==> src/rtl/bau_pkg.sv <==
package bau_pkg;
  typedef enum logic [1:0] {
    TGT_RAM  = 2'd0,
    TGT_PTR  = 2'd1,
    TGT_BCTL = 2'd2,
    TGT_NULL = 2'd3
  } bau_tgt_e;
endpackage

==> src/rtl/bau_decode.sv <==
module bau_decode
  import bau_pkg::*;
#(
  parameter int unsigned OFS_W    = 7,
  parameter int unsigned BANK_W   = 2,
  parameter int unsigned WIN_OFS  = 0,
  parameter int unsigned PTR_OFS  = 4,
  parameter int unsigned BCTL_OFS = 3,
  localparam int unsigned AW      = OFS_W + BANK_W,
  localparam int unsigned PTR_W   = OFS_W + 1,
  localparam int unsigned IBANK_W = AW - PTR_W
) (
  input  logic [OFS_W-1:0]   field,
  input  logic [BANK_W-1:0]  dbank,
  input  logic [IBANK_W-1:0] ibank,
  input  logic [PTR_W-1:0]   ptr,
  output logic [AW-1:0]      addr,
  output bau_tgt_e           tgt,
  output logic               is_win,
  output logic               self_ref
);
  function automatic logic [AW-1:0] dir_addr(input logic [BANK_W-1:0] b,
                                             input logic [OFS_W-1:0] f);
    return {b, f};
  endfunction

  function automatic logic [AW-1:0] ind_addr(input logic [IBANK_W-1:0] ib,
                                             input logic [PTR_W-1:0] p);
    return {ib, p};
  endfunction

  logic [OFS_W-1:0] low;

  always_comb begin
    is_win = (field == OFS_W'(WIN_OFS));
    addr   = is_win ? ind_addr(ibank, ptr) : dir_addr(dbank, field);
    low    = addr[OFS_W-1:0];
    if (low == OFS_W'(WIN_OFS))       tgt = TGT_NULL;
    else if (low == OFS_W'(PTR_OFS))  tgt = TGT_PTR;
    else if (low == OFS_W'(BCTL_OFS)) tgt = TGT_BCTL;
    else                              tgt = TGT_RAM;
    self_ref = is_win && (tgt == TGT_NULL);
  end
endmodule

==> src/rtl/bau_ctrl_regs.sv <==
module bau_ctrl_regs #(
  parameter int unsigned DW      = 8,
  parameter int unsigned PTR_W   = 8,
  parameter int unsigned BANK_W  = 2,
  parameter int unsigned IBANK_W = 1,
  localparam int unsigned CTL_W  = BANK_W + IBANK_W
) (
  input  logic               clk,
  input  logic               rst_n,
  input  logic               wr_ptr,
  input  logic               wr_bctl,
  input  logic               inc,
  input  logic [DW-1:0]      wdata,
  output logic [PTR_W-1:0]   ptr_q,
  output logic [BANK_W-1:0]  dbank,
  output logic [IBANK_W-1:0] ibank,
  output logic [DW-1:0]      bctl_byte
);
  logic [CTL_W-1:0] ctl_q;

  function automatic logic [PTR_W-1:0] ptr_next(input logic [PTR_W-1:0] p);
    return p + PTR_W'(1);
  endfunction

  always_ff @(posedge clk or negedge rst_n) begin
    if (!rst_n) begin
      ptr_q <= '0;
    end else if (wr_ptr) begin
      ptr_q <= wdata[PTR_W-1:0];
    end else if (inc) begin
      ptr_q <= ptr_next(ptr_q);
    end
  end

  always_ff @(posedge clk or negedge rst_n) begin
    if (!rst_n)       ctl_q <= '0;
    else if (wr_bctl) ctl_q <= wdata[CTL_W-1:0];
  end

  assign dbank     = ctl_q[BANK_W-1:0];
  assign ibank     = ctl_q[CTL_W-1:BANK_W];
  assign bctl_byte = DW'(ctl_q);

  p_inc_wrap_r7: assert property (@(posedge clk) disable iff (!rst_n)
    (inc && !wr_ptr) |=> (ptr_q == $past(ptr_q) + PTR_W'(1)));

  p_wr_prio_r7: assert property (@(posedge clk) disable iff (!rst_n)
    wr_ptr |=> (ptr_q == $past(wdata[PTR_W-1:0])));
endmodule

==> src/rtl/bau_bank_ram.sv <==
module bau_bank_ram #(
  parameter int unsigned DW     = 8,
  parameter int unsigned OFS_W  = 7,
  parameter int unsigned BANK_W = 2,
  localparam int unsigned NBANK = 1 << BANK_W,
  localparam int unsigned DEPTH = 1 << OFS_W
) (
  input  logic                    clk,
  input  logic                    we,
  input  logic                    re,
  input  logic [BANK_W+OFS_W-1:0] addr,
  input  logic [DW-1:0]           wdata,
  output logic [DW-1:0]           rdata
);
  logic [BANK_W-1:0] bank_idx;
  logic [OFS_W-1:0]  ofs;
  logic [BANK_W-1:0] sel_q;
  logic [DW-1:0]     bank_q [NBANK];

  assign bank_idx = addr[BANK_W+OFS_W-1:OFS_W];
  assign ofs      = addr[OFS_W-1:0];

  for (genvar b = 0; b < NBANK; b++) begin : g_bank
    logic [DW-1:0] mem [DEPTH];
    logic          hit;
    assign hit = (bank_idx == BANK_W'(b));
    always_ff @(posedge clk) begin
      if (we && hit) mem[ofs] <= wdata;
      if (re && hit) bank_q[b] <= mem[ofs];
    end
  end

  always_ff @(posedge clk) begin
    if (re) sel_q <= bank_idx;
  end

  assign rdata = bank_q[sel_q];
endmodule

==> src/rtl/banked_addr_unit.sv <==
module banked_addr_unit
  import bau_pkg::*;
#(
  parameter int unsigned DW       = 8,
  parameter int unsigned OFS_W    = 7,
  parameter int unsigned BANK_W   = 2,
  parameter int unsigned WIN_OFS  = 0,
  parameter int unsigned PTR_OFS  = 4,
  parameter int unsigned BCTL_OFS = 3,
  localparam int unsigned AW      = OFS_W + BANK_W,
  localparam int unsigned PTR_W   = OFS_W + 1,
  localparam int unsigned IBANK_W = AW - PTR_W
) (
  input  logic             clk,
  input  logic             rst_n,
  input  logic             acc_valid,
  input  logic             acc_we,
  input  logic [OFS_W-1:0] acc_field,
  input  logic [DW-1:0]    acc_wdata,
  input  logic             ptr_inc,
  output logic [AW-1:0]    mem_addr,
  output logic             rd_valid,
  output logic [DW-1:0]    rd_data
);
  logic [PTR_W-1:0]   ptr_q;
  logic [BANK_W-1:0]  dbank;
  logic [IBANK_W-1:0] ibank;
  logic [DW-1:0]      bctl_byte;
  bau_tgt_e           tgt;
  logic               is_win;
  logic               self_ref;
  logic               wr_ptr, wr_bctl, ram_we, ram_re, rd_req;
  logic [DW-1:0]      ram_rdata;
  bau_tgt_e           tgt_q;
  logic [DW-1:0]      reg_snap_q;

  bau_decode #(
    .OFS_W(OFS_W), .BANK_W(BANK_W),
    .WIN_OFS(WIN_OFS), .PTR_OFS(PTR_OFS), .BCTL_OFS(BCTL_OFS)
  ) u_decode (
    .field(acc_field), .dbank(dbank), .ibank(ibank), .ptr(ptr_q),
    .addr(mem_addr), .tgt(tgt), .is_win(is_win), .self_ref(self_ref)
  );

  assign rd_req  = acc_valid && !acc_we;
  assign wr_ptr  = acc_valid && acc_we && (tgt == TGT_PTR);
  assign wr_bctl = acc_valid && acc_we && (tgt == TGT_BCTL);
  assign ram_we  = acc_valid && acc_we && (tgt == TGT_RAM);
  assign ram_re  = rd_req && (tgt == TGT_RAM);

  bau_ctrl_regs #(
    .DW(DW), .PTR_W(PTR_W), .BANK_W(BANK_W), .IBANK_W(IBANK_W)
  ) u_regs (
    .clk(clk), .rst_n(rst_n), .wr_ptr(wr_ptr), .wr_bctl(wr_bctl),
    .inc(ptr_inc), .wdata(acc_wdata), .ptr_q(ptr_q), .dbank(dbank),
    .ibank(ibank), .bctl_byte(bctl_byte)
  );

  bau_bank_ram #(
    .DW(DW), .OFS_W(OFS_W), .BANK_W(BANK_W)
  ) u_ram (
    .clk(clk), .we(ram_we), .re(ram_re), .addr(mem_addr),
    .wdata(acc_wdata), .rdata(ram_rdata)
  );

  always_ff @(posedge clk or negedge rst_n) begin
    if (!rst_n) begin
      rd_valid   <= 1'b0;
      tgt_q      <= TGT_NULL;
      reg_snap_q <= '0;
    end else begin
      rd_valid <= rd_req;
      if (rd_req) begin
        tgt_q <= tgt;
        case (tgt)
          TGT_PTR:  reg_snap_q <= DW'(ptr_q);
          TGT_BCTL: reg_snap_q <= bctl_byte;
          default:  reg_snap_q <= '0;
        endcase
      end
    end
  end

  always_comb begin
    case (tgt_q)
      TGT_RAM: rd_data = ram_rdata;
      default: rd_data = reg_snap_q;
    endcase
  end

  p_dir_bank_r2: assert property (@(posedge clk) disable iff (!rst_n)
    (acc_valid && acc_field != OFS_W'(WIN_OFS)) |-> (mem_addr[AW-1:OFS_W] == dbank));

  p_win_ptr_r3: assert property (@(posedge clk) disable iff (!rst_n)
    (acc_valid && acc_field == OFS_W'(WIN_OFS)) |-> (mem_addr[PTR_W-1:0] == ptr_q));

  p_self_zero_r8: assert property (@(posedge clk) disable iff (!rst_n)
    (rd_req && self_ref) |=> (rd_valid && rd_data == '0));

  p_self_drop_r8: assert property (@(posedge clk) disable iff (!rst_n)
    (acc_valid && acc_we && self_ref && !ptr_inc) |=> ($stable(ptr_q) && $stable(bctl_byte)));

  p_bctl_hi_r9: assert property (@(posedge clk) disable iff (!rst_n)
    (rd_valid && tgt_q == TGT_BCTL) |-> (rd_data[DW-1:3] == '0));
endmodule

==> config.mk <==
export PLATFORM = sky130hd
export DESIGN_NAME = banked_addr_unit
export DESIGN_NICKNAME = d
export VERILOG_FILES = /design/src/rtl/bau_pkg.sv /design/src/rtl/bau_decode.sv /design/src/rtl/bau_ctrl_regs.sv /design/src/rtl/bau_bank_ram.sv /design/src/rtl/banked_addr_unit.sv
export SDC_FILE = /design/constraint.sdc
export NUM_CORES = 2
export LEC_CHECK = 0
export BUFFER_PORTS_ARGS = -buffer_cell sky130_fd_sc_hd__buf_4
export CORE_MARGIN = 8
export CORE_UTILIZATION = 50
export CTS_CLUSTER_SIZE = 12
export DETAILED_ROUTE_END_ITERATION = 8
export PLACE_DENSITY = 0.65
export SYNTH_ARGS = -nofsm -noshare
export SYNTH_HDL_FRONTEND = slang
export SYNTH_MEMORY_MAX_BITS = 65536
export SYNTH_SLANG_ARGS = --single-unit
==> constraint.sdc <==
create_clock -name clk -period 5.2 [get_ports clk]
set_input_delay 1.04 -clock clk [delete_from_list [all_inputs] [get_ports clk]]
set_output_delay 1.04 -clock clk [all_outputs]
set_load 0.005 [all_outputs]
==> impl_metrics.yaml <==
synth:
  synthAdderAreaFrac_pct: 0.00768
  synthFlopType: "edfxtp_1"
  synth_compound_area_share_pct: 6.87
  synth-simple-area-share_pct: 5.06
  netlist_area_mm2: 0.163
  synth-xor-area-share_pct: 0.0376
  synth_top_family_by_area: "multiplexers"
  synth_area_per_cell_um2: 17.2
  ys_seq_area_share_pct: 76.5
  synth-seq-cells: 4154
  synthCells: 9473
  ys_warn_count: 0
  synth_edf_count: 4130
  async_reset_ff_share_pct: 0.530
  yosys.cell_types.count: 64
  muxShareOfSynthArea_pct: 9.78
sta:
  rsz0062_at_grt: "false"
  period_needed_ps: 4620
  hold_viol: 0
  hold_ws_ps: 453
  maxSlewViolCount: 0
  timing.fmax_mhz: 216
  tightest_slew_ps: 1340
  fin_crit_sh_pct: 88.9
  slew_headroom_pct: 9.79
  setup_violations: 0
  clock_skew_ps: 81.0
min_path:
  min_path_type: "in -> reg"
  hold_start: "acc_wdata[1]"
clock_network:
  clk_latency_ps: 980
  clkTransAtPathRegs_ps: 50
  cts_setup_buffers: 0
  holdBufCountCts: 1
  postCtsResizedCells: 0
  clockBufferDepth: 4
  cts_tree: "done"
  cts_sinks: 4154
  clockRootBuffer: "clkbuf_16"
  htreeDepth: 5
  cts_inserted_buffers: 420
detailed_routing:
  dr.pass1.iters: 6
  drtIter0Drc: 12100
  vias: 91200
  vias_per_cell: 6.29
  drc: 0
  totalWireLength_mm: 440
  ant_nets: 0
  route.detailed.wl_per_inst_um: 30.4
worst_setup_path:
  path_class: "in -> out"
  cp_cell_sequence: "buf_4 -> or4_4 -> nor2_1 -> a21oi_1 -> buf_4 -> clkinv_1 -> buf_4 -> buf_4"
  path_buf_inv: 5
  cp-end-kind: "output port"
  cpMostUsedCell: "buf_4"
  crit_start: "acc_field[4]"
  critPathLaunchType: "primary input"
  timing.rr.start: "u_regs.ptr_q[0]"
  path_max_fanout: 39
  worst_ep_required_time_ps: 4160
  cp_slowest_cell: "or4_4"
  cpPeakStageDelay_ps: 810
  cp_top_family: "buffers and inverters"
  cp_data_arrival_time_ps: 3580
power_and_ir_drop:
  p_comb_share_pct: 6.0
  p_int_mw: 53.8
  power_density_mw_per_mm2: 374
  power_mw: 69.1
  peakVddDrop_mv: 0.294
  pwr-share-seq_pct: 53.6
  power.switching_mw: 15.3
  p_leak_nw: 59.2
  p_sw_share_pct: 22.2
  clkPwrFrac_pct: 40.4
global_routing:
  grt_pass1_vias: 88800
  grt_pass1_wl_mm: 629
  antenna_found_initial: 17
  grt_max_degree: 161
  grt_overflow: 0
  grtUsageTotal_pct: 24.7
layout:
  finalNonFillerCells: 14500
  layout.nets: 9915
  fillerInstances: 24300
  syn_to_final_growth_pct: 13.3
  drive_above_1_share_pct: 16.9
run_status:
  run_status: "complete, no violations"
die:
  core_area_mm2: 0.324
  die-area_mm2: 0.344
  num_io_pins: 38
  die_h_um: 587
  initial_core_util_pct: 50.3
  rows: 209
  die_w_um: 587
placement:
  port_buffers: 37
  gp_congestion: 0.884
  dp_cells: 13800
  dpl.hpwl_mm: 279
run:
  max_cap_violations: 0
==> cell type report <==
cell class | instances | area [um2] | share of cell area (%)
clock inverters | 153 | 1390 | 0.750
multi-input cells | 4712 | 36200 | 19.6
flip-flops and latches | 4154 | 125000 | 67.5
inverters | 46 | 190 | 0.103
clock buffers | 539 | 11100 | 6.00
well taps | 4325 | 5410 | 2.93
repair buffers | 560 | 5740 | 3.11
diodes | 4 | 10.0 | 0.00542
==> power groups by stage <==
stage	Clock, mW	Sequential, mW	Combinational, mW
after floorplan	0	37.7	2.01
after global placement	0	37.7	4.07
after detailed placement	0	37.7	4.14
after CTS	28.2	37.0	4.15
after global routing	29.4	37.0	4.36
final	27.9	37.0	4.17
==> stage by stage <==
stage / setup slack [ps] / setup TNS, ps / utilization (%) / cell area, um2
2_1_floorplan: 1170 / 0 / - / 163000
3_3_place_gp: -22.4 / -22.4 / 53.1 / 172000
3_5_place_dp: 47.9 / 0 / 53.1 / 172000
4_1_cts: 605 / 0 / 56.9 / 185000
5_1_grt: 541 / 0 / 56.9 / 185000
6_report: 580 / 0 / 56.9 / 185000
==> worst paths after layout <==
path,to,slack (ps),cells after the start
worst max register to register,u_ram.bank_q[0][5],730,10
min in group asynchronous,rd_valid,510,2
max in group asynchronous,tgt_q[0],4370,2
worst min-delay path,u_ram.g_bank[1].mem[62][1],450,1
worst max-delay path,mem_addr[5],580,8
worst min register to register,tgt_q[0],480,2
==> per-layer routing <==
layer	GRT usage [%]	wire length [um]	up-vias
met3	4.28	42000	814
met4	10.1	20500	4
li1	-	-	38500
met5	0	26	-
met1	34.6	172000	46900
met2	39.0	206000	4954
==> synth_stat cells, types with 3 or more instances <==
library cell	number	area (um2)
edfxtp_1	4130	124000
buf_4	4	30.0
mux2_2	42	473
mux2i_1	521	5220
clkbuf_1	390	1460
inv_2	3	11.3
o211ai_1	63	473
a221oi_1	3	26.3
nor2_1	538	2020
nand3_1	10	50.1
a31o_2	94	823
a32oi_1	3	26.3
dfrtp_1	20	500
o31ai_1	94	706
o311a_1	32	320
a41o_1	3	30.0
or2_2	3	18.8
a21oi_1	464	2320
nor3_1	79	395
nand4_1	126	788
a2111o_1	31	349
o311ai_0	61	534
o221ai_1	4	35.0
nor3b_1	3	22.5
nor4_1	63	394
mux4_2	455	10200
a2111oi_0	35	307
inv_1	41	154
nand2b_1	65	407
a31oi_1	32	200
xnor2_1	6	52.6
buf_1	63	236
nand2_1	1083	4070
o21ai_0	77	385
buf_2	199	996
a221o_1	93	931
a22oi_1	157	1180
o22ai_1	254	1590
a22o_1	95	832
==> sequential cells by signal, indices dropped and copies added (netlist names), named ones only <==
register          cells
tgt_q                 2
u_ram.sel_q           2
reg_snap_q            8
u_ram.bank_q         32
rd_valid              1
u_ram.g_bank.mem   4096
u_regs.ctl_q          3
u_regs.ptr_q          8
==> cell usage in the layout, fill, tap and decap left out, types with 61 or more instances in the layout <==
| cell | instances |
|---|---|
| clkbuf_1 | 111 |
| a22o_1 | 95 |
| nor3_1 | 75 |
| nor4_1 | 63 |
| conb_1 | 96 |
| mux4_2 | 455 |
| a22oi_1 | 157 |
| a21oi_1 | 461 |
| buf_12 | 118 |
| buf_4 | 433 |
| a31o_2 | 93 |
| edfxtp_1 | 4130 |
| nand2_1 | 1080 |
| nor2_1 | 524 |
| nand4_1 | 126 |
| o311ai_0 | 61 |
| clkinv_1 | 78 |
| mux2i_1 | 521 |
| clkbuf_16 | 423 |
| o211ai_1 | 63 |
| a221o_1 | 93 |
| nand2b_1 | 64 |
| o22ai_1 | 254 |
| o21ai_0 | 77 |
| o31ai_1 | 93 |
==> kinds of logic after synthesis <==
logic type / count (synthesis)
buffers and inverters: 702
xor gates and xnor gates: 7
adders and majority gates: 1
muxes: 1018
DFF: 4154
other: 1
and+or+nand+nor: 1981
AOI/OAI and AO/OA: 1609
Note: power is estimated with default switching activity, not from simulation.
